File: config.mk
export PLATFORM = sky130hd
export DESIGN_NAME = hpt_walker
export DESIGN_NICKNAME = d
export VERILOG_FILES = /design/src/rtl/hpt_pkg.sv /design/src/rtl/hpt_group_addr.sv /design/src/rtl/hpt_entry_match.sv /design/src/rtl/hpt_rc_update.sv /design/src/rtl/hpt_walker.sv
export SDC_FILE = /design/constraint.sdc
export NUM_CORES = 1
export LEC_CHECK = 0
export BUFFER_PORTS_ARGS = -buffer_cell sky130_fd_sc_hd__buf_4
export CORE_ASPECT_RATIO = 1.25
export CORE_UTILIZATION = 43
export CTS_CLUSTER_DIAMETER = 80
export DETAILED_ROUTE_END_ITERATION = 10
export HOLD_SLACK_MARGIN = 0.1
export PLACE_DENSITY = 0.69
export RECOVER_POWER = 100
export SLEW_MARGIN = 20
export SYNTH_ARGS = -nofsm -noshare
export SYNTH_HDL_FRONTEND = slang
export SYNTH_HIERARCHICAL = 1
export SYNTH_SLANG_ARGS = --single-unit
File: constraint.sdc
create_clock -name clk -period 6.7 [get_ports clk]
set_clock_uncertainty 0.05 [all_clocks]
set_input_delay 0 -clock clk [delete_from_list [all_inputs] [get_ports clk]]
set_output_delay 0 -clock clk [all_outputs]
set_load 0.02 [all_outputs]
File: src/rtl/hpt_pkg.sv
// Shared types for the hashed page table walker.
// Assumes the two-word entry layout below; fields are numbered from bit 0 = LSB.
package hpt_pkg;

    // Word 0 of an entry: identity of the mapped page.
    typedef struct packed {
        logic        valid;     // bit 31
        logic [23:0] vsid;      // bits 30:7
        logic        hsel;      // bit 6, 1 = lives in secondary group
        logic [5:0]  api;       // bits 5:0, top of the page index
    } pte_hi_t;

    // Word 1 of an entry: translation and status.
    typedef struct packed {
        logic [19:0] rpn;       // bits 31:12
        logic [2:0]  rsvd_a;    // bits 11:9
        logic        ref_b;     // bit 8
        logic        chg_b;     // bit 7
        logic [3:0]  wimg;      // bits 6:3
        logic        rsvd_b;    // bit 2
        logic [1:0]  pp;        // bits 1:0
    } pte_lo_t;

    typedef enum logic [2:0] {
        ST_IDLE,
        ST_ISSUE,
        ST_WAIT,
        ST_WRITE,
        ST_DONE
    } walk_state_t;

    // Cacheable, global, non-exclusive table read.
    localparam logic [2:0] TBL_RD_ATTR = 3'b001;

endpackage

File: src/rtl/hpt_group_addr.sv
// Group address generator.
// Forms the primary hash (low segment bits XOR page index) or its complement
// for the secondary group, masks it and places it above the group offset.
// Assumes the base has zeros where the masked hash lands.
module hpt_group_addr #(
    parameter int ADDR_W    = 32,
    parameter int HASH_W    = 19,
    parameter int VSID_W    = 24,
    parameter int PIDX_W    = 16,
    parameter int GRP_SHIFT = 6
) (
    input  logic [VSID_W-1:0] vsid,
    input  logic [PIDX_W-1:0] pidx,
    input  logic              secondary,
    input  logic [ADDR_W-1:0] base,
    input  logic [HASH_W-1:0] mask,
    output logic [ADDR_W-1:0] grp_addr
);
    logic [HASH_W-1:0] hash_pri;
    logic [HASH_W-1:0] hash_sel;

    // Hash selection and address composition.
    always_comb begin
        hash_pri = vsid[HASH_W-1:0] ^ HASH_W'(pidx);
        hash_sel = secondary ? ~hash_pri : hash_pri;
        grp_addr = base | (ADDR_W'(hash_sel & mask) << GRP_SHIFT);
    end
endmodule

File: src/rtl/hpt_entry_match.sv
// Entry comparator.
// An entry matches when it is valid, its hash-select equals the group being
// scanned and both the segment identifier and abbreviated index agree.
module hpt_entry_match
    import hpt_pkg::*;
(
    input  pte_hi_t     word0,
    input  logic [23:0] vsid,
    input  logic [5:0]  api,
    input  logic        want_sec,
    output logic        match
);
    // Compare all four conditions in parallel.
    always_comb begin
        match = word0.valid
             && (word0.hsel == want_sec)
             && (word0.vsid == vsid)
             && (word0.api  == api);
    end
endmodule

File: src/rtl/hpt_rc_update.sv
// Status bit updater.
// Sets the referenced bit always and the changed bit only for stores without a
// protection violation; flags a write when either bit actually changes.
module hpt_rc_update
    import hpt_pkg::*;
(
    input  pte_lo_t word1,
    input  logic    is_store,
    input  logic    prot_viol,
    output pte_lo_t new_word1,
    output logic    need_wr
);
    logic set_chg;

    // Merge both bit updates into one word.
    always_comb begin
        set_chg         = is_store && !prot_viol;
        new_word1       = word1;
        new_word1.ref_b = 1'b1;
        if (set_chg) new_word1.chg_b = 1'b1;
        need_wr = (new_word1 != word1);
    end
endmodule

File: src/rtl/hpt_walker.sv
// Hashed page table walker, top level.
// Scans the primary then the secondary eight-entry group, one read in flight,
// writes status back on a hit and reports hit or fault with a one-cycle done.
// Assumes the memory answers every read exactly once and acks every write.
module hpt_walker
    import hpt_pkg::*;
#(
    parameter int ADDR_W      = 32,
    parameter int HASH_W      = 19,
    parameter int GROUP_N     = 8,
    parameter int ENTRY_BYTES = 8
) (
    input  logic              clk,
    input  logic              rst_n,
    input  logic              req_valid,
    output logic              req_ready,
    input  logic [23:0]       req_vsid,
    input  logic [15:0]       req_pidx,
    input  logic              req_instr,
    input  logic              req_store,
    input  logic              req_prot_viol,
    input  logic [ADDR_W-1:0] tbl_base,
    input  logic [HASH_W-1:0] tbl_mask,
    output logic              mem_rd_req,
    output logic [ADDR_W-1:0] mem_rd_addr,
    output logic [2:0]        mem_rd_attr,
    input  logic              mem_rd_valid,
    input  logic [63:0]       mem_rd_data,
    output logic              mem_wr_req,
    output logic [ADDR_W-1:0] mem_wr_addr,
    output logic [31:0]       mem_wr_data,
    input  logic              mem_wr_ack,
    output logic              busy,
    output logic              done,
    output logic              hit,
    output logic              fault,
    output logic              fault_instr,
    output logic              hit_secondary,
    output logic              tlb_fill_valid,
    output logic [31:0]       tlb_fill_hi,
    output logic [31:0]       tlb_fill_lo
);
    localparam int IDX_W     = $clog2(GROUP_N);
    localparam int ENT_SHIFT = $clog2(ENTRY_BYTES);
    localparam int GRP_SHIFT = $clog2(GROUP_N * ENTRY_BYTES);
    localparam logic [ADDR_W-1:0] WORD1_OFS = ADDR_W'(ENTRY_BYTES / 2);
    localparam logic [IDX_W-1:0]  LAST_IDX  = IDX_W'(GROUP_N - 1);

    walk_state_t       state_q;
    logic [IDX_W-1:0]  idx_q;
    logic              sec_q;
    logic [23:0]       vsid_q;
    logic [15:0]       pidx_q;
    logic              instr_q, store_q, viol_q;
    logic [ADDR_W-1:0] base_q;
    logic [HASH_W-1:0] mask_q;
    logic              hit_q, fault_q;
    pte_hi_t           hit_hi_q;
    pte_lo_t           hit_lo_q;
    pte_lo_t           orig_lo_q;
    logic [ADDR_W-1:0] wr_addr_q;

    logic [ADDR_W-1:0] grp_addr;
    logic [ADDR_W-1:0] entry_addr;
    logic              ent_match;
    pte_lo_t           upd_lo;
    logic              upd_need;

    hpt_group_addr #(
        .ADDR_W   (ADDR_W),
        .HASH_W   (HASH_W),
        .VSID_W   (24),
        .PIDX_W   (16),
        .GRP_SHIFT(GRP_SHIFT)
    ) u_grp (
        .vsid     (vsid_q),
        .pidx     (pidx_q),
        .secondary(sec_q),
        .base     (base_q),
        .mask     (mask_q),
        .grp_addr (grp_addr)
    );

    hpt_entry_match u_match (
        .word0   (pte_hi_t'(mem_rd_data[63:32])),
        .vsid    (vsid_q),
        .api     (pidx_q[15:10]),
        .want_sec(sec_q),
        .match   (ent_match)
    );

    hpt_rc_update u_rc (
        .word1    (pte_lo_t'(mem_rd_data[31:0])),
        .is_store (store_q),
        .prot_viol(viol_q),
        .new_word1(upd_lo),
        .need_wr  (upd_need)
    );

    // Address of the entry currently being fetched.
    always_comb begin
        entry_addr = grp_addr + (ADDR_W'(idx_q) << ENT_SHIFT);
    end

    // Walk sequencer: request capture, scan, write-back and completion.
    always_ff @(posedge clk) begin
        if (!rst_n) begin
            state_q   <= ST_IDLE;
            idx_q     <= '0;
            sec_q     <= 1'b0;
            vsid_q    <= '0;
            pidx_q    <= '0;
            instr_q   <= 1'b0;
            store_q   <= 1'b0;
            viol_q    <= 1'b0;
            base_q    <= '0;
            mask_q    <= '0;
            hit_q     <= 1'b0;
            fault_q   <= 1'b0;
            hit_hi_q  <= '0;
            hit_lo_q  <= '0;
            orig_lo_q <= '0;
            wr_addr_q <= '0;
        end else begin
            unique case (state_q)
                ST_IDLE: begin
                    if (req_valid) begin
                        vsid_q  <= req_vsid;
                        pidx_q  <= req_pidx;
                        instr_q <= req_instr;
                        store_q <= req_store;
                        viol_q  <= req_prot_viol;
                        base_q  <= tbl_base;
                        mask_q  <= tbl_mask;
                        idx_q   <= '0;
                        sec_q   <= 1'b0;
                        hit_q   <= 1'b0;
                        fault_q <= 1'b0;
                        state_q <= ST_ISSUE;
                    end
                end
                ST_ISSUE: state_q <= ST_WAIT;
                ST_WAIT: begin
                    if (mem_rd_valid) begin
                        if (ent_match) begin
                            hit_q     <= 1'b1;
                            hit_hi_q  <= pte_hi_t'(mem_rd_data[63:32]);
                            hit_lo_q  <= upd_lo;
                            orig_lo_q <= pte_lo_t'(mem_rd_data[31:0]);
                            wr_addr_q <= entry_addr + WORD1_OFS;
                            state_q   <= upd_need ? ST_WRITE : ST_DONE;
                        end else if (idx_q == LAST_IDX) begin
                            if (sec_q) begin
                                fault_q <= 1'b1;
                                state_q <= ST_DONE;
                            end else begin
                                sec_q   <= 1'b1;
                                idx_q   <= '0;
                                state_q <= ST_ISSUE;
                            end
                        end else begin
                            idx_q   <= idx_q + 1'b1;
                            state_q <= ST_ISSUE;
                        end
                    end
                end
                ST_WRITE: if (mem_wr_ack) state_q <= ST_DONE;
                ST_DONE:  state_q <= ST_IDLE;
                default:  state_q <= ST_IDLE;
            endcase
        end
    end

    // Port drive from the sequencer state and captured results.
    always_comb begin
        req_ready      = (state_q == ST_IDLE);
        busy           = (state_q != ST_IDLE);
        mem_rd_req     = (state_q == ST_ISSUE);
        mem_rd_addr    = entry_addr;
        mem_rd_attr    = TBL_RD_ATTR;
        mem_wr_req     = (state_q == ST_WRITE);
        mem_wr_addr    = wr_addr_q;
        mem_wr_data    = hit_lo_q;
        done           = (state_q == ST_DONE);
        hit            = hit_q;
        fault          = fault_q;
        fault_instr    = fault_q && instr_q;
        hit_secondary  = hit_q && sec_q;
        tlb_fill_valid = done && hit_q;
        tlb_fill_hi    = hit_hi_q;
        tlb_fill_lo    = hit_lo_q;
    end

    // Acceptance leaves the walker busy and closed to new requests.
    assert_accept_busy_R10: assert property (@(posedge clk) disable iff (!rst_n)
        (req_valid && req_ready) |=> (busy && !req_ready));

    // Only one read may be outstanding: no back-to-back requests.
    assert_single_read_R2: assert property (@(posedge clk) disable iff (!rst_n)
        mem_rd_req |=> !mem_rd_req);

    // Every write-back carries the referenced bit.
    assert_wr_ref_set_R7: assert property (@(posedge clk) disable iff (!rst_n)
        mem_wr_req |-> mem_wr_data[8]);

    // The changed bit is raised only for an unviolated store.
    assert_chg_gate_R8: assert property (@(posedge clk) disable iff (!rst_n)
        (mem_wr_req && mem_wr_data[7] && !orig_lo_q.chg_b) |-> (store_q && !viol_q));

    // A walk concludes with exactly one outcome.
    assert_one_outcome_R6: assert property (@(posedge clk) disable iff (!rst_n)
        done |-> (hit ^ fault));

    // A fault only follows the last secondary entry.
    assert_fault_after_sec_R9: assert property (@(posedge clk) disable iff (!rst_n)
        (done && fault) |-> (sec_q && idx_q == LAST_IDX));
endmodule

After elaboration in Yosys (flattened, before gate mapping)
Index checks and enable logic that the tools add are counted.
{"block": "totals", "ff_bits": 199, "latch_bits": 0, "ramBits": 0, "romBits": 0, "inputBits": 163, "out_inout_bits": 173, "wordCells": 95, "n_memories": 0}
{"block": "classes", "add_sub_neg": 3, "n_mul": 0, "div_mod_pow": 0, "n_lt_le_gt_ge": 0, "n_eq_ne": 17, "shift": 0, "n_mux": 29, "bitwise": 4, "n_reduce_logical": 18}
{"cell": "3-bit two-way mux", "n": 12}
{"cell": "32-bit by 3-bit adder with 32-bit output (second input constant)", "n": 1}
{"cell": "32-bit by 6-bit adder with 32-bit output", "n": 1}
{"cell": "32-bit OR", "n": 1}
{"cell": "24-bit == test", "n": 1}
{"cell": "19-bit AND", "n": 1}
{"cell": "19-bit two-way mux", "n": 1}
{"cell": "19-bit NOT", "n": 1}
{"cell": "19-bit by 16-bit XOR with 19-bit output", "n": 1}
{"cell": "2-bit inequality test (second input constant)", "n": 6}
{"cell": "3-bit one-hot mux with 4 select lines", "n": 1}
{"cell": "1-bit two-way mux", "n": 11}
{"cell": "5-bit AND reduction", "n": 2}
{"cell": "1-bit logical AND", "n": 7}
{"cell": "3-bit by 2-bit == test with 1-bit output (second input constant)", "n": 2}
{"cell": "3-bit == test (second input constant)", "n": 2}
{"cell": "6-bit == test", "n": 1}
{"cell": "1-bit one-hot mux with 2 select lines", "n": 3}
{"cell": "3-bit one-hot mux with 2 select lines", "n": 1}
{"cell": "3-bit AND reduction", "n": 2}
{"cell": "6-bit AND reduction", "n": 1}
{"cell": "4-bit AND reduction", "n": 1}
{"cell": "3-bit by 1-bit adder with 3-bit output (second input constant)", "n": 1}
{"cell": "3-bit by 1-bit == test with 1-bit output (second input constant)", "n": 1}
{"cell": "other kinds (9)", "n": 9}

Longest topological paths before layout
Gate-level depths: netlist of the first run.
{"block": "logic_depth", "word_depth": 8, "ltp_mapped": 14, "depth_no_buf": 11}

Cells and area by module
Netlist of the first run, hierarchy kept.
{"module": "hpt_walker", "instances": 1, "cells_per_inst": 1163, "area_per_inst_um2": 9233.9, "seq_area_each_um2": 3983.8}
{"module": "hpt_group_addr", "instances": 1, "cells_per_inst": 53, "area_per_inst_um2": 673.1, "seq_area_each_um2": 0.0}
{"module": "hpt_entry_match", "instances": 1, "cells_per_inst": 42, "area_per_inst_um2": 356.6, "seq_area_each_um2": 0.0}
{"module": "hpt_rc_update", "instances": 1, "cells_per_inst": 35, "area_per_inst_um2": 257.7, "seq_area_each_um2": 0.0}

Worst setup path before layout of the first run
No wires, ideal clock.
{"block": "synth_path", "path_kind": "flip-flop to flip-flop", "start": "register sec_q", "end": "register wr_addr_q[31] (netlist: mem_wr_addr[31])", "setup_ns": 0.116, "arrival_ns": 3.679, "t_required_ns": 6.534, "setup_slack_ns": 2.855, "path_stages_with_launch": 14, "path_buffers": 3, "period_less_slack_ns": 3.845, "path_cell_list": "dfxtp_1 > buf_6 > xor3_1 > a21o_1 > buf_4 > and4_1 > buf_4 > o211a_1 > and3_1 > xnor2_1 > or4_1 > or4_1 > or4_1 > a31o_2"}
{"block": "synth_via", "elab_chain_len": 5, "elab_cells_between_ends": 10, "cone_classes": "add/sub (2); eq/ne (1); mux (1); bitwise (2); reduce/logical (4)"}
{"element": "start, declared", "line": "hpt_walker.sv:51", "rtl": "logic sec_q;"}
{"element": "start signal, assigned", "line": "hpt_walker.sv:110", "rtl": "sec_q <= 1'b0;"}
{"element": "start signal, assigned", "line": "hpt_walker.sv:136", "rtl": "sec_q <= 1'b0;"}
{"element": "start signal, assigned", "line": "hpt_walker.sv:157", "rtl": "sec_q <= 1'b1;"}
{"element": "19-bit two-way mux", "line": "hpt_group_addr.sv:25", "rtl": "hash_sel = secondary ? ~hash_pri : hash_pri;"}
{"element": "19-bit AND", "line": "hpt_group_addr.sv:26", "rtl": "grp_addr = base | (ADDR_W'(hash_sel & mask) << GRP_SHIFT);"}
{"element": "32-bit OR", "line": "hpt_group_addr.sv:26"}
{"element": "via grp_addr[6]", "line": "hpt_walker.sv:63", "rtl": "logic [ADDR_W-1:0] grp_addr;"}
{"element": "32-bit by 6-bit adder with 32-bit output", "line": "hpt_walker.sv:102", "rtl": "entry_addr = grp_addr + (ADDR_W'(idx_q) << ENT_SHIFT);"}
{"element": "32-bit by 3-bit adder with 32-bit output", "line": "hpt_walker.sv:150", "rtl": "wr_addr_q <= entry_addr + WORD1_OFS;"}
{"element": "end signal, assigned", "line": "hpt_walker.sv:150"}
{"element": "end, declared", "line": "hpt_walker.sv:61", "rtl": "logic [ADDR_W-1:0] wr_addr_q;"}
The timed path passes the listed nets, and every way through them passes these cells.
A chain may end at the register's enable or synchronous reset.

Worst setup path in the final report of the first run
{"block": "layout_path", "start": "register state_q[1]", "end": "register hit_q (netlist: hit)"}
{"block": "layout_via", "elab_chain_len": 3, "elab_cells_between_ends": 8, "cone_classes": "eq/ne (4); mux (1); reduce/logical (3)"}
{"element": "start, declared", "line": "hpt_walker.sv:49", "rtl": "walk_state_t state_q;"}
{"element": "start signal, assigned", "line": "hpt_walker.sv:151", "rtl": "state_q <= upd_need ? ST_WRITE : ST_DONE;"}
{"element": "3-bit by 2-bit == test with 1-bit output or 3-bit logical NOT (tied branches)", "line": "hpt_walker.sv:125", "rtl": "unique case (state_q)"}
{"element": "2-bit inequality test (no source line) or 2-bit nonzero test (tied branches)"}
{"element": "4-bit AND reduction (no source line)"}
{"element": "end signal, assigned", "line": "hpt_walker.sv:118", "rtl": "hit_q <= 1'b0;"}
{"element": "end signal, assigned", "line": "hpt_walker.sv:137", "rtl": "hit_q <= 1'b0;"}
{"element": "end signal, assigned", "line": "hpt_walker.sv:146", "rtl": "hit_q <= 1'b1;"}
{"element": "end, declared", "line": "hpt_walker.sv:57", "rtl": "logic hit_q, fault_q;"}
Several ways; a longest one is shown, not always the timed one.

==> results of run 1 <==
## worst max-delay path: cells and delay by family, from the launching register on
kind / cells / cell delay, ps
buffers and inverters: 2 / 3200
AND/OR/NAND/NOR: 4 / 980
flip-flops: 1 / 520
## layout by cell type, fill, tap and decap left out, drive strengths merged, types with 11 or more instances in the layout
cell type    count
clkbuf         187
and2            17
inv             30
xnor2           35
and3            12
nor4            13
a21boi         165
buf            168
a21o            20
nand3           31
nor2            25
nand4           13
nor3            11
a21oi           16
dfxtp          199
xor3            16
dlygate4sd3    166
nand2          375
o21ai           21
xor2            40
## sequential cells by signal, indices dropped and copies added (netlist names)
register and count:
hit 1, sec_q 1, tlb_fill_hi 32, mem_wr_data 32
store_q 1, base_q 32, viol_q 1, state_q 3
pidx_q 16, idx_q 3, mask_q 19, instr_q 1
mem_wr_addr 32, fault 1, vsid_q 24
## per-layer routing
metal	global-route usage (%)	vias up	share of wire [%]	routed length, um
li1	-	4976	-	-
met1	31.7	4764	40	14400
met2	51.5	373	50	18100
met3	6.30	55	6.5	2340
met4	10.7	0	3.0	1100
met5	0	-	0	0
## kinds of logic after synthesis
logic type	count (synthesis)
buffers and inverters	182
multiplexers	4
XOR/XNOR	91
AO/OA/AOI/OAI	264
adder cells (fa/ha/maj)	7
flip-flops	199
AND/OR/NAND/NOR	543
other	3
## where the power goes
group	internal (W)	switching, W
clock	0.000515	0.000551
sequential	0.00124	0.0000701
combinational	0.000322	0.000355
total	0.00208	0.000976
## stage by stage
stage	worst slack, ps	cells
2_1_floorplan	2850	1294
3_3_place_gp	2030	1798
3_5_place_dp	1930	1798
4_1_cts	1910	1996
5_1_grt	1330	1996
6_report	1830	1997
## final cells by class
type / instances / area, um2 / area share (%)
Inverter: 23 / 86.3 / 0.608
Clock inverter: 15 / 196 / 1.38
Sequential cell: 199 / 3980 / 28.1
Multi-Input combinational cell: 913 / 5530 / 39.0
Timing Repair Buffer: 504 / 3560 / 25.1
Antenna cell: 1 / 2.50 / 0.0176
Clock buffer: 17 / 425 / 3.00
Tap cell: 325 / 407 / 2.86
## worst paths after layout
| check | cells after the start | endpoint | from |
|---|---|---|---|
| hold / removal | 5 | sec_q$_SDFFE_PN0P_ | req_valid |
| setup reg to reg | 6 | hit$_SDFFE_PN0P_ | state_q[1]$_SDFFE_PN0P_ |
| hold reg to reg | 2 | tlb_fill_hi[5]$_SDFFE_PN0P_ | tlb_fill_hi[5]$_SDFFE_PN0P_ |
| setup / recovery | 6 | hit$_SDFFE_PN0P_ | state_q[1]$_SDFFE_PN0P_ |
## timing repair
item                      in CTS  in global routing
hold endpoints to repair     160                  0
hold buffers                 166                  0
buffers inserted               0                  0
==> out/qor.tcl, run 1 <==
set qor(port_buffer_count) 332
set qor(setup_violations) 0
set qor(synth.yosys.seq_area_share_pct) 37.9
set qor(power_per_cell_area_nw_per_um2) 215
set qor(vias_in_the_first_global_route) 9986
set qor(yosys-top-cells-area) {dfxtp_1, nand2_1, a21boi_0}
set qor(finalPower_w) 0.00306
set qor(detailed_place_hpwl_um) 25700
set qor(final_hold_viol_count) 0
set qor(final.setup.tns_ps) 0
set qor(standard_cell_area_after_detailed_placement_um2) 12600
set qor(finalCriticalPeriod_ps) 4870
set qor(async_flop_share_pct) 0
set qor(globalRouteTotalUtil_pct) 28.2
set qor(critPathMaxStageDelay_ps) 3100
set qor(crit_path_slowest_cell) {clkbuf_1}
set qor(num_rows) 63
set qor(clk_latency_ps) 440
set qor(violations) {max-capacitance violations, max-slew violations}
set qor(post_drt_wl_per_cell_um) 18.0
set qor(ioPinCount) 336
set qor(ys.flop_type) {dfxtp_1}
set qor(detail_route.first_pass.iterations) 7
set qor(die_y_um) 177
set qor(grt_setup_unrepaired) {no}
set qor(status) {complete, but fails checks}
set qor(clock_tree_from_tritoncts) {yes}
set qor(grt_pass1_wl_um) 54200
set qor(antenna_violating_nets_post_route) 0
set qor(netlist-cell-type-count) 62
set qor(timing.critical_path.cells) {or3_1 -> inv_1 -> nand2_4 -> clkbuf_1 -> nand2_1 -> nor2_1}
set qor(synth_top_family_by_area) {simple AND/OR/NAND/NOR gates}
set qor(synth_top_area_cell) {dfxtp_1}
set qor(synth-simple-area-share_pct) 23.0
set qor(crit_type) {reg -> reg}
set qor(initial_cell_density_of_the_core_pct) 44.1
set qor(drive_above_1_share_pct) 12.7
set qor(post_synth_instance_area_um2) 10500
set qor(yosys.area_share.xor_xnor_pct) 9.86
set qor(power.static_leakage_nw) 5.63
set qor(cap_viol_max_count) 1
set qor(worstSetupEndpointType) {flop}
set qor(clk_root_buffer_cell) {clkbuf_16}
set qor(synth_fa_ha_area_share_pct) 0.904
set qor(yosys-mux-area-fraction_pct) 0.381
set qor(max_freq_mhz) 205
set qor(antenna_found_initial) 0
set qor(fp.dieW_um) 142
set qor(ys_ff_latch) 199
set qor(synth-compound-area-share_pct) 18.3
set qor(core_area_um2) 23900
set qor(mapped_avg_cell_area_um2) 8.14
set qor(route.detailed.drc) 0
set qor(stdcell_area_um2) 14200
set qor(yosysWarningCount) 6
set qor(required_ps) 7000
set qor(cts_buffers) 17
set qor(path_clk_slew_ps) 70
set qor(via_per_instance_ratio) 5.09
set qor(drt_iter0_drc) 464
set qor(clock_sinks) 199
set qor(cts-htree-levels) 4
set qor(crit_arrival_ps) 5170
set qor(maximum_number_of_pins_on_one_net_before_global_route_repair) 106
set qor(holdWs_ps) 117
set qor(peakVddDrop_uv) 175
set qor(floorplan.die_area_um2) 25100
set qor(syn-instance-count) 1293
set qor(synth_top_cell_area_share_pct) 37.9
set qor(timing.reg2reg.setup_slack_ps) 1830
set qor(worstHoldPathType) {in -> reg}
set qor(finalWeightedCongestion) 0.890
set qor(maxSlewViolCount) 96
set qor(via_count) 10200
set qor(worst_pin_slew_ps) 4470
set qor(longest_clk_path_bufs) 2
set qor(design.final.nets) 1828
set qor(synth.most_common_cell) {nand2_1}
set qor(grt_residual_overflow) 0
set qor(ctsResizeCount) 0
set qor(layout_worst_path_cycle_share_pct) 72.7
set qor(path_max_fanout) 95
set qor(layout-area-overhead-vs-synth_pct) 34.9
set qor(crit_start_category) {flop}
set qor(slew-limit-headroom_pct) -198
set qor(number_of_enable_type_register_cells_in_the_synthesized_netlist) 0
set qor(yosys-top-cells-count) {nand2_1, dfxtp_1, a21boi_0}
set qor(fin_util_pct) 59.4
set qor(layout.filler_cells) 2281
set qor(routed_wl_um) 36000
(Power assumes the default switching activity.)
==> run 2, diff against run 1 <==
--- a/config.mk
+++ b/config.mk
@@ -5,6 +5,7 @@
 export SDC_FILE = /design/constraint.sdc
 export NUM_CORES = 1
 export LEC_CHECK = 0
+export ABC_AREA = 1
 export BUFFER_PORTS_ARGS = -buffer_cell sky130_fd_sc_hd__buf_4
 export CORE_ASPECT_RATIO = 1.25
 export CORE_UTILIZATION = 43
==> constraint.sdc (replaced) <==
create_clock -name clk -period 5.1 [get_ports clk]
set_clock_uncertainty 0.05 [all_clocks]
set_input_delay 0 -clock clk [delete_from_list [all_inputs] [get_ports clk]]
set_output_delay 0 -clock clk [all_outputs]
set_load 0.02 [all_outputs]
==> run 2 against run 1 <==
  * The flow still finishes with violations (max-capacitance violations, max-slew violations)
  * Clock-buffer cell count increased by 2
  * Sequential power increased by 63%
  * Sequential share of layout area decreased by 0.47 points
  * Flip-flop and latch count unchanged
  * First-iteration DRC count increased by 33%
  * Power increased by 84%
  * Die area increased by 3.3%
  * Critical path depth increased by 9
  * Final cell count increased by 22%
  * Final area increased by 1.7%
  * Combinational power increased to 3.2 times the previous value
  * Largest cell class unchanged
==> out/qor.tcl, run 2 <==
set qor(syn-instance-count) 1720 ;# was 1293
set qor(via_per_instance_ratio) 4.84 ;# was 5.09
set qor(crit_type) {reg -> reg} ;# unchanged
set qor(clock_tree_from_tritoncts) {yes} ;# unchanged
set qor(max_freq_mhz) 259 ;# was 205 MHz
set qor(worstSetupEndpointType) {flop} ;# unchanged
set qor(grt_pass1_wl_um) 57400 ;# was 54200 um
set qor(hold_start) {mem_rd_valid} ;# was req_valid
set qor(whs_path_depth) 4 ;# was 5
set qor(layout_worst_path_cycle_share_pct) 75.7 ;# was 72.7%
set qor(mapped_avg_cell_area_um2) 6.32 ;# was 8.14 um2
set qor(seqPwrFrac_pct) 37.8 ;# was 43.0%
set qor(path_max_fanout) 38 ;# was 95
set qor(crit_arrival_ps) 4140 ;# was 5170 ps
set qor(clock_sinks) 199 ;# unchanged
set qor(num_rows) 64 ;# was 63
set qor(number_of_enable_type_register_cells_in_the_synthesized_netlist) 0 ;# unchanged
set qor(standard_cell_area_after_detailed_placement_um2) 12900 ;# was 12600 um2
set qor(worst-r2r-cell-count) 15 ;# was 6
set qor(final.setup.tns_ps) 0 ;# unchanged
set qor(slew-limit-headroom_pct) -16.9 ;# was -198%
set qor(crit_path_slowest_cell) {clkinvlp_2} ;# was clkbuf_1
set qor(critPathMaxStageDelay_ps) 1070 ;# was 3100 ps
set qor(yosys-top-cells-count) {nor2_1, nand2_1, dfxtp_1} ;# was nand2_1, dfxtp_1, a21boi_0
set qor(multi_input_area_um2) 5150 ;# was 5530 um2
set qor(post_synth_instance_area_um2) 10900 ;# was 10500 um2
set qor(port_buffer_count) 332 ;# unchanged
set qor(path_common_cell) {nor2_1}
set qor(post_drt_wl_per_cell_um) 15.1 ;# was 18.0 um
set qor(synth_top_cell_area_share_pct) 36.6 ;# was 37.9%
set qor(async_flop_share_pct) 0 ;# unchanged
set qor(clockPowerShare_pct) 23.3 ;# was 34.9%
set qor(power.internal_w) 0.00322 ;# was 0.00208 W
set qor(design.final.nets) 2268 ;# was 1828
set qor(power.static_leakage_nw) 6.86 ;# was 5.63 nW
set qor(stdcell_area_um2) 14400 ;# was 14200 um2
set qor(clk_latency_ps) 450 ;# was 440 ps
set qor(finalPower_w) 0.00563 ;# was 0.00306 W
set qor(timing.reg2reg.setup_slack_ps) 1240 ;# was 1830 ps
set qor(initial_cell_density_of_the_core_pct) 44.1 ;# about the same
set qor(via_count) 11800 ;# was 10200
set qor(maxSlewViolCount) 96 ;# unchanged
set qor(worst_pin_slew_ps) 1750 ;# was 4470 ps
set qor(layout-area-overhead-vs-synth_pct) 32.8 ;# was 34.9%
set qor(min_delay_worst_endpoint) {fault$_SDFFE_PN0P_} ;# was sec_q$_SDFFE_PN0P_
set qor(yosys-top-cells-area) {dfxtp_1, nor2_1, nand2_1} ;# was dfxtp_1, nand2_1, a21boi_0
set qor(mostFrequentLayoutCells) {nor2_1, nand2_1, dfxtp_1, inv_1, o21ai_0} ;# was nand2_1, dfxtp_1, clkbuf_1, buf_4, dlygate4sd3_1
set qor(r2r-end) {mask_q[1]$_SDFFE_PN0P_} ;# was hit$_SDFFE_PN0P_
set qor(core_area_um2) 24700 ;# was 23900 um2
set qor(timing.critical_path.cells) {buf_4 -> nand2_1 -> nand2_1 -> nor2_1 -> nand2_1 -> nor2_1 -> nand2_1 -> nor2_1 -> o21ai_0 -> nand4_1 -> nor2_1 -> clkinvlp_2 -> buf_4 -> nor2_1 -> nor2_1} ;# was or3_1 -> inv_1 -> nand2_4 -> clkbuf_1 -> nand2_1 -> nor2_1
set qor(required_ps) 5380 ;# was 7000 ps
set qor(finalWeightedCongestion) 0.927 ;# was 0.890
set qor(ioPinCount) 336 ;# unchanged
set qor(layout.filler_cells) 2500 ;# was 2281
set qor(floorplan.die_area_um2) 25900 ;# was 25100 um2
set qor(grt_setup_unrepaired) {no} ;# unchanged
set qor(fp.dieW_um) 144 ;# was 142 um
set qor(synth.yosys.seq_area_share_pct) 36.6 ;# was 37.9%
set qor(final_hold_viol_count) 0 ;# unchanged
set qor(crit_start_category) {flop} ;# unchanged
set qor(violations) {max-capacitance violations, max-slew violations} ;# unchanged
set qor(r2r-start) {sec_q$_SDFFE_PN0P_} ;# was state_q[1]$_SDFFE_PN0P_
set qor(peakVddDrop_uv) 229 ;# was 175 uV
set qor(vias_in_the_first_global_route) 11100 ;# was 9986
set qor(antenna_violating_nets_post_route) 0 ;# unchanged
set qor(sequential_area_um2) 3980 ;# unchanged
set qor(setup_violations) 0 ;# unchanged
set qor(power_frac_comb_pct) 39.0 ;# was 22.1%
set qor(antenna_found_initial) 1 ;# was 0
set qor(ys.flop_type) {dfxtp_1} ;# unchanged
set qor(detailed_place_hpwl_um) 25600 ;# was 25700 um
set qor(cap_viol_max_count) 1 ;# unchanged
set qor(yosysWarningCount) 6 ;# unchanged
set qor(grt_residual_overflow) 0 ;# unchanged
set qor(cp_num_buf_inv) 3 ;# was 2
set qor(die_y_um) 180 ;# was 177 um
set qor(maximum_number_of_pins_on_one_net_before_global_route_repair) 119 ;# was 106
set qor(critical_path.top_delay_family) {buffers and inverters} ;# unchanged
set qor(route.detailed.drc) 0 ;# unchanged
set qor(synth_top_area_cell) {dfxtp_1} ;# unchanged
set qor(cts-htree-levels) 4 ;# unchanged
set qor(cts_buffers) 17 ;# unchanged
set qor(detail_route.first_pass.iterations) 5 ;# was 7
set qor(synth.most_common_cell) {nor2_1} ;# was nand2_1
set qor(drt_iter0_drc) 615 ;# was 464
set qor(clk_root_buffer_cell) {clkbuf_16} ;# unchanged
set qor(swShare_pct) 42.8 ;# was 31.9%
set qor(finalCriticalPeriod_ps) 3860 ;# was 4870 ps
set qor(status) {complete, but fails checks} ;# unchanged
set qor(path_clk_slew_ps) 80 ;# was 70 ps
set qor(netlist-cell-type-count) 37 ;# was 62
set qor(p_switching_w) 0.00241 ;# was 0.000976 W
set qor(worstHoldPathType) {in -> reg} ;# unchanged
set qor(longest_clk_path_bufs) 2 ;# unchanged
set qor(routed_wl_um) 36900 ;# was 36000 um
set qor(layout_commonest_cell) {nor2_1} ;# was nand2_1
set qor(power_per_cell_area_nw_per_um2) 390 ;# was 215 nW/um2
set qor(ys_ff_latch) 199 ;# unchanged
set qor(drive_above_1_share_pct) 10.7 ;# was 12.7%
set qor(globalRouteTotalUtil_pct) 28.3 ;# was 28.2%
==> run 2: how the worst max path moves through the flow <==
| stage | startpoint | endpoint | slack (ps) | depth (start not counted) |
|---|---|---|---|---|
| finish | sec_q$_SDFFE_PN0P_ | mask_q[1]$_SDFFE_PN0P_ | 1240 | 15 |
| global route | state_q[0]$_SDFFE_PN0P_ | tlb_fill_hi[25]$_SDFFE_PN0P_ | 890 | 12 |
| CTS | sec_q$_SDFFE_PN0P_ | mem_wr_addr[16]$_SDFFE_PN0P_ | 1930 | 15 |
| detailed placement | sec_q$_SDFFE_PN0P_ | mem_wr_addr[16]$_SDFFE_PN0P_ | 1970 | 15 |
| global placement | sec_q$_SDFFE_PN0P_ | mem_wr_addr[16]$_SDFFE_PN0P_ | 2050 | 15 |
| floorplan | base_q[3]$_SDFFE_PN0P_ | mem_wr_addr[22]$_SDFFE_PN0P_ | 2340 | 18 |
==> run 2: power groups by stage <==
stage / Sequential, W / Combinational (W) / Clock (W)
global placement: 0.00215 / 0.00219 / 0
detailed placement: 0.00216 / 0.00222 / 0
floorplan: 0.00215 / 0.00146 / 0
CTS: 0.00213 / 0.00234 / 0.00134
finish: 0.00213 / 0.00219 / 0.00131
global route: 0.00216 / 0.00244 / 0.00140
==> run 2: logic make-up after synthesis <==
kind of cell | after synthesis | synth area share (%)
fa+ha+maj | 7 | 0.874
buf+inv | 345 | 15.6
simple gates | 913 | 33.9
flops | 199 | 36.6
xor+xnor | 15 | 1.21
compound gates | 238 | 11.7
other cells | 3 | 0.104
==> run 2: layer usage <==
metal | track usage [%] | wire [um]
met3 | 4.13 | 1820
met1 | 34.7 | 15800
met5 | 0 | 0
met4 | 14.2 | 1730
met2 | 47.7 | 17600
==> run 2: worst min-delay path, cell delays in order <==
cell and delay, ps:
buf_4 110, or2_1 250, nand4_1 140, a211oi_1 90
==> run 2: metrics by stage <==
step / instances / setup slack [ps] / utilization (%) / hold slack [ps]
floorplan: 1721 / 2340 / - / 84.9
global placement: 2246 / 2050 / 52.3 / 171
detailed placement: 2246 / 1970 / 52.3 / 177
CTS: 2441 / 1930 / 61.2 / 145
global route: 2442 / 892 / 58.5 / 156
finish: 2442 / 1240 / 58.5 / 151
==> run 2: cell type report <==
cell class	instances	share of cell area (%)
inverters	201	5.23
repair buffers	502	24.7
well taps	330	2.86
diodes	1	0.0173
flip-flops and latches	199	27.6
clock inverters	13	0.832
multi-input cells	1177	35.7
clock buffers	19	3.07
==> run 2: what timing repair did <==
item / 4_1_cts / 5_1_grt
hold endpoints to repair: 162 / 0
buffers inserted: 0 / 0
gates resized for setup: 0 / 0
hold buffers: 163 / 0
==> run 3, diff against run 2 <==
--- a/config.mk
+++ b/config.mk
@@ -12,7 +12,7 @@
 export CTS_CLUSTER_DIAMETER = 80
 export DETAILED_ROUTE_END_ITERATION = 10
 export HOLD_SLACK_MARGIN = 0.1
-export PLACE_DENSITY = 0.69
+export PLACE_DENSITY = 0.72
 export RECOVER_POWER = 100
 export SLEW_MARGIN = 20
 export SYNTH_ARGS = -nofsm -noshare
==> constraint.sdc (replaced) <==
create_clock -name clk -period 3.3 [get_ports clk]
set_clock_uncertainty 0.05 [all_clocks]
set_input_delay 0 -clock clk [delete_from_list [all_inputs] [get_ports clk]]
set_output_delay 0 -clock clk [all_outputs]
set_load 0.02 [all_outputs]
==> run 3 against run 2 <==
  * The flow now finishes without violations
  * Final cell count up 0.45%
  * Worst hold slack better by 34 ps
  * Clock power up 71%
  * Sequential power up 54%
  * Highest routed layer unchanged
  * Largest power group unchanged
  * Fmax up 29%
  * Sequential share of layout area down 0.49 points
  * Critical path depth down 3
==> out/qor.tcl, run 3 (synthesis results as in run 2) <==
set qor(detailed_place_hpwl_um) 26500 ;# was 25600 um
set qor(initial_cell_density_of_the_core_pct) 44.1 ;# unchanged
set qor(longest_clk_path_bufs) 2 ;# unchanged
set qor(multi_input_area_um2) 5210 ;# was 5150 um2
set qor(layout_worst_path_cycle_share_pct) 90.7 ;# was 75.7%
set qor(crit_arrival_ps) 3330 ;# was 4140 ps
set qor(cts_buffers) 17 ;# unchanged
set qor(power_frac_comb_pct) 38.7 ;# was 39.0%
set qor(clockPowerShare_pct) 24.8 ;# was 23.3%
set qor(grt_pass1_wl_um) 58800 ;# was 57400 um
set qor(worst_pin_slew_ps) 949 ;# was 1750 ps
set qor(status) {finished, final reports clean} ;# was complete, but fails checks
set qor(drive_above_1_share_pct) 11.7 ;# was 10.7%
set qor(clock_sinks) 199 ;# unchanged
set qor(mostFrequentLayoutCells) {nor2_1, nand2_1, dfxtp_1, inv_1, o21ai_0} ;# unchanged
set qor(maxSlewViolCount) 0 ;# was 96
set qor(finalCriticalPeriod_ps) 2990 ;# was 3860 ps
set qor(layout_commonest_cell) {nor2_1} ;# unchanged
set qor(sequential_area_um2) 3990 ;# was 3980 um2
set qor(fp.dieW_um) 144 ;# unchanged
set qor(swShare_pct) 42.1 ;# was 42.8%
set qor(p_switching_w) 0.00380 ;# was 0.00241 W
set qor(post-route-worst-setup-slack_ps) 307 ;# was 1240 ps
set qor(num_rows) 64 ;# unchanged
set qor(standard_cell_area_after_detailed_placement_um2) 13000 ;# was 12900 um2
set qor(core_area_um2) 24700 ;# unchanged
set qor(drt_iter0_drc) 774 ;# was 615
set qor(floorplan.die_area_um2) 25900 ;# unchanged
set qor(final.setup.tns_ps) 0 ;# unchanged
set qor(postCtsSetupRepairBufs) 0 ;# unchanged
set qor(clock_tree_from_tritoncts) {yes} ;# unchanged
set qor(power.static_leakage_nw) 6.98 ;# was 6.86 nW
set qor(r2r-start) {state_q[0]$_SDFFE_PN0P_} ;# was sec_q$_SDFFE_PN0P_
set qor(post_drt_wl_per_cell_um) 15.6 ;# was 15.1 um
set qor(via_count) 12000 ;# was 11800
set qor(via_per_instance_ratio) 4.87 ;# was 4.84
set qor(globalRouteTotalUtil_pct) 29.2 ;# was 28.3%
set qor(path_max_fanout) 40 ;# was 38
set qor(required_ps) 3640 ;# was 5380 ps
set qor(power.internal_w) 0.00522 ;# was 0.00322 W
set qor(power_per_cell_area_nw_per_um2) 614 ;# was 390 nW/um2
set qor(antenna_violating_nets_post_route) 0 ;# unchanged
set qor(antenna_found_initial) 3 ;# was 1
set qor(grt_setup_unrepaired) {no} ;# unchanged
set qor(hold_start) {mem_rd_valid} ;# unchanged
set qor(seqPwrFrac_pct) 36.4 ;# was 37.8%
set qor(cts-htree-levels) 4 ;# unchanged
set qor(peakVddDrop_uv) 416 ;# was 229 uV
set qor(route.detailed.drc) 0 ;# unchanged
set qor(path_clk_slew_ps) 80 ;# about the same
set qor(place_ws_ps) 136 ;# was 1970 ps
set qor(layout-area-overhead-vs-synth_pct) 35.2 ;# was 32.8%
set qor(finalWeightedCongestion) 0.909 ;# was 0.927
set qor(worstHoldPathType) {in -> reg} ;# unchanged
set qor(worstSetupEndpointType) {flop} ;# unchanged
set qor(die_y_um) 180 ;# unchanged
set qor(cap_viol_max_count) 0 ;# was 1
set qor(cp-startpoint) {state_q[0]$_SDFFE_PN0P_} ;# was sec_q$_SDFFE_PN0P_
set qor(routed_wl_um) 38200 ;# was 36900 um
set qor(design.final.nets) 2278 ;# was 2268
set qor(crit_type) {reg -> reg} ;# unchanged
set qor(port_buffer_count) 332 ;# unchanged
set qor(maximum_number_of_pins_on_one_net_before_global_route_repair) 119 ;# unchanged
set qor(slew-limit-headroom_pct) 36.8 ;# was -16.9%
set qor(clk_latency_ps) 450 ;# about the same
set qor(crit_start_category) {flop} ;# unchanged
set qor(clk_root_buffer_cell) {clkbuf_16} ;# unchanged
set qor(final_hold_viol_count) 0 ;# unchanged
set qor(timing.reg2reg.setup_slack_ps) 310 ;# was 1240 ps
set qor(layout.filler_cells) 2466 ;# was 2500
set qor(setup_violations) 0 ;# unchanged
set qor(vias_in_the_first_global_route) 11300 ;# was 11100
set qor(stdcell_area_um2) 14700 ;# was 14400 um2
set qor(detail_route.first_pass.iterations) 6 ;# was 5
set qor(ioPinCount) 336 ;# unchanged
set qor(grt_residual_overflow) 0 ;# unchanged
set qor(max_freq_mhz) 334 ;# was 259 MHz
==> run 3: critical path: stages, from the launching register on <==
cell	delay [ps]
dfxtp_1	380
nor2_1	260
inv_1	70
nor2_1	220
inv_2	60
nor2_1	250
nor2_2	110
o21ai_2	110
nor2_4	70
inv_2	580
nor2_1	80
nor2_1	130
dlygate4sd3_1	560
==> run 3: area by class of cell <==
class / count / area share [%]
clock buffers: 17 / 2.89
inverters: 201 / 5.16
diodes: 3 / 0.0511
well taps: 330 / 2.81
repair buffers: 512 / 25.3
flip-flops and latches: 199 / 27.1
clock inverters: 14 / 1.28
multi-input cells: 1177 / 35.4
==> run 3: metrics by stage <==
stage	total power (W)	util (%)	std cells	hold slack [ps]
6_report	0.00903	59.6	2453	185
5_1_grt	0.00958	59.6	2453	198
4_1_cts	0.00926	62.0	2450	179
3_5_place_dp	0.00684	52.6	2249	176
3_3_place_gp	0.00678	52.6	2249	171
2_1_floorplan	0.00558	-	1721	84.9
==> run 3: path summary, 6_finish.rpt <==
check | endpoint | cells after the start
setup / recovery | mem_wr_data[1]$_SDFFE_PN0P_ | 12
hold / removal | fault$_SDFFE_PN0P_ | 4
setup reg to reg | mem_wr_data[1]$_SDFFE_PN0P_ | 12
hold reg to reg | mem_wr_addr[4]$_SDFFE_PN0P_ | 2
==> run 3: power by group through the flow <==
stage,clock [W],sequential (W),combinational [W]
3_5_place_dp,0,0.00333,0.00351
6_report,0.00224,0.00329,0.00349
2_1_floorplan,0,0.00333,0.00226
3_3_place_gp,0,0.00332,0.00346
5_1_grt,0.00236,0.00334,0.00388
4_1_cts,0.00227,0.00328,0.00370
==> run 3: per-layer routing <==
metal / up-vias / wire length, um / track usage [%]
met5: - / 0 / 0
met4: 0 / 1440 / 13.3
met3: 88 / 1910 / 4.53
met2: 408 / 19200 / 51.4
met1: 5438 / 15700 / 34.2
li1: 6022 / - / -
==> run 3: what timing repair did <==
action | in CTS | in global routing
setup endpoints to repair | 0 | 18
endpoints found under the hold margin | 174 | 0
hold buffers | 170 | 0
gates resized for setup | 0 | 10
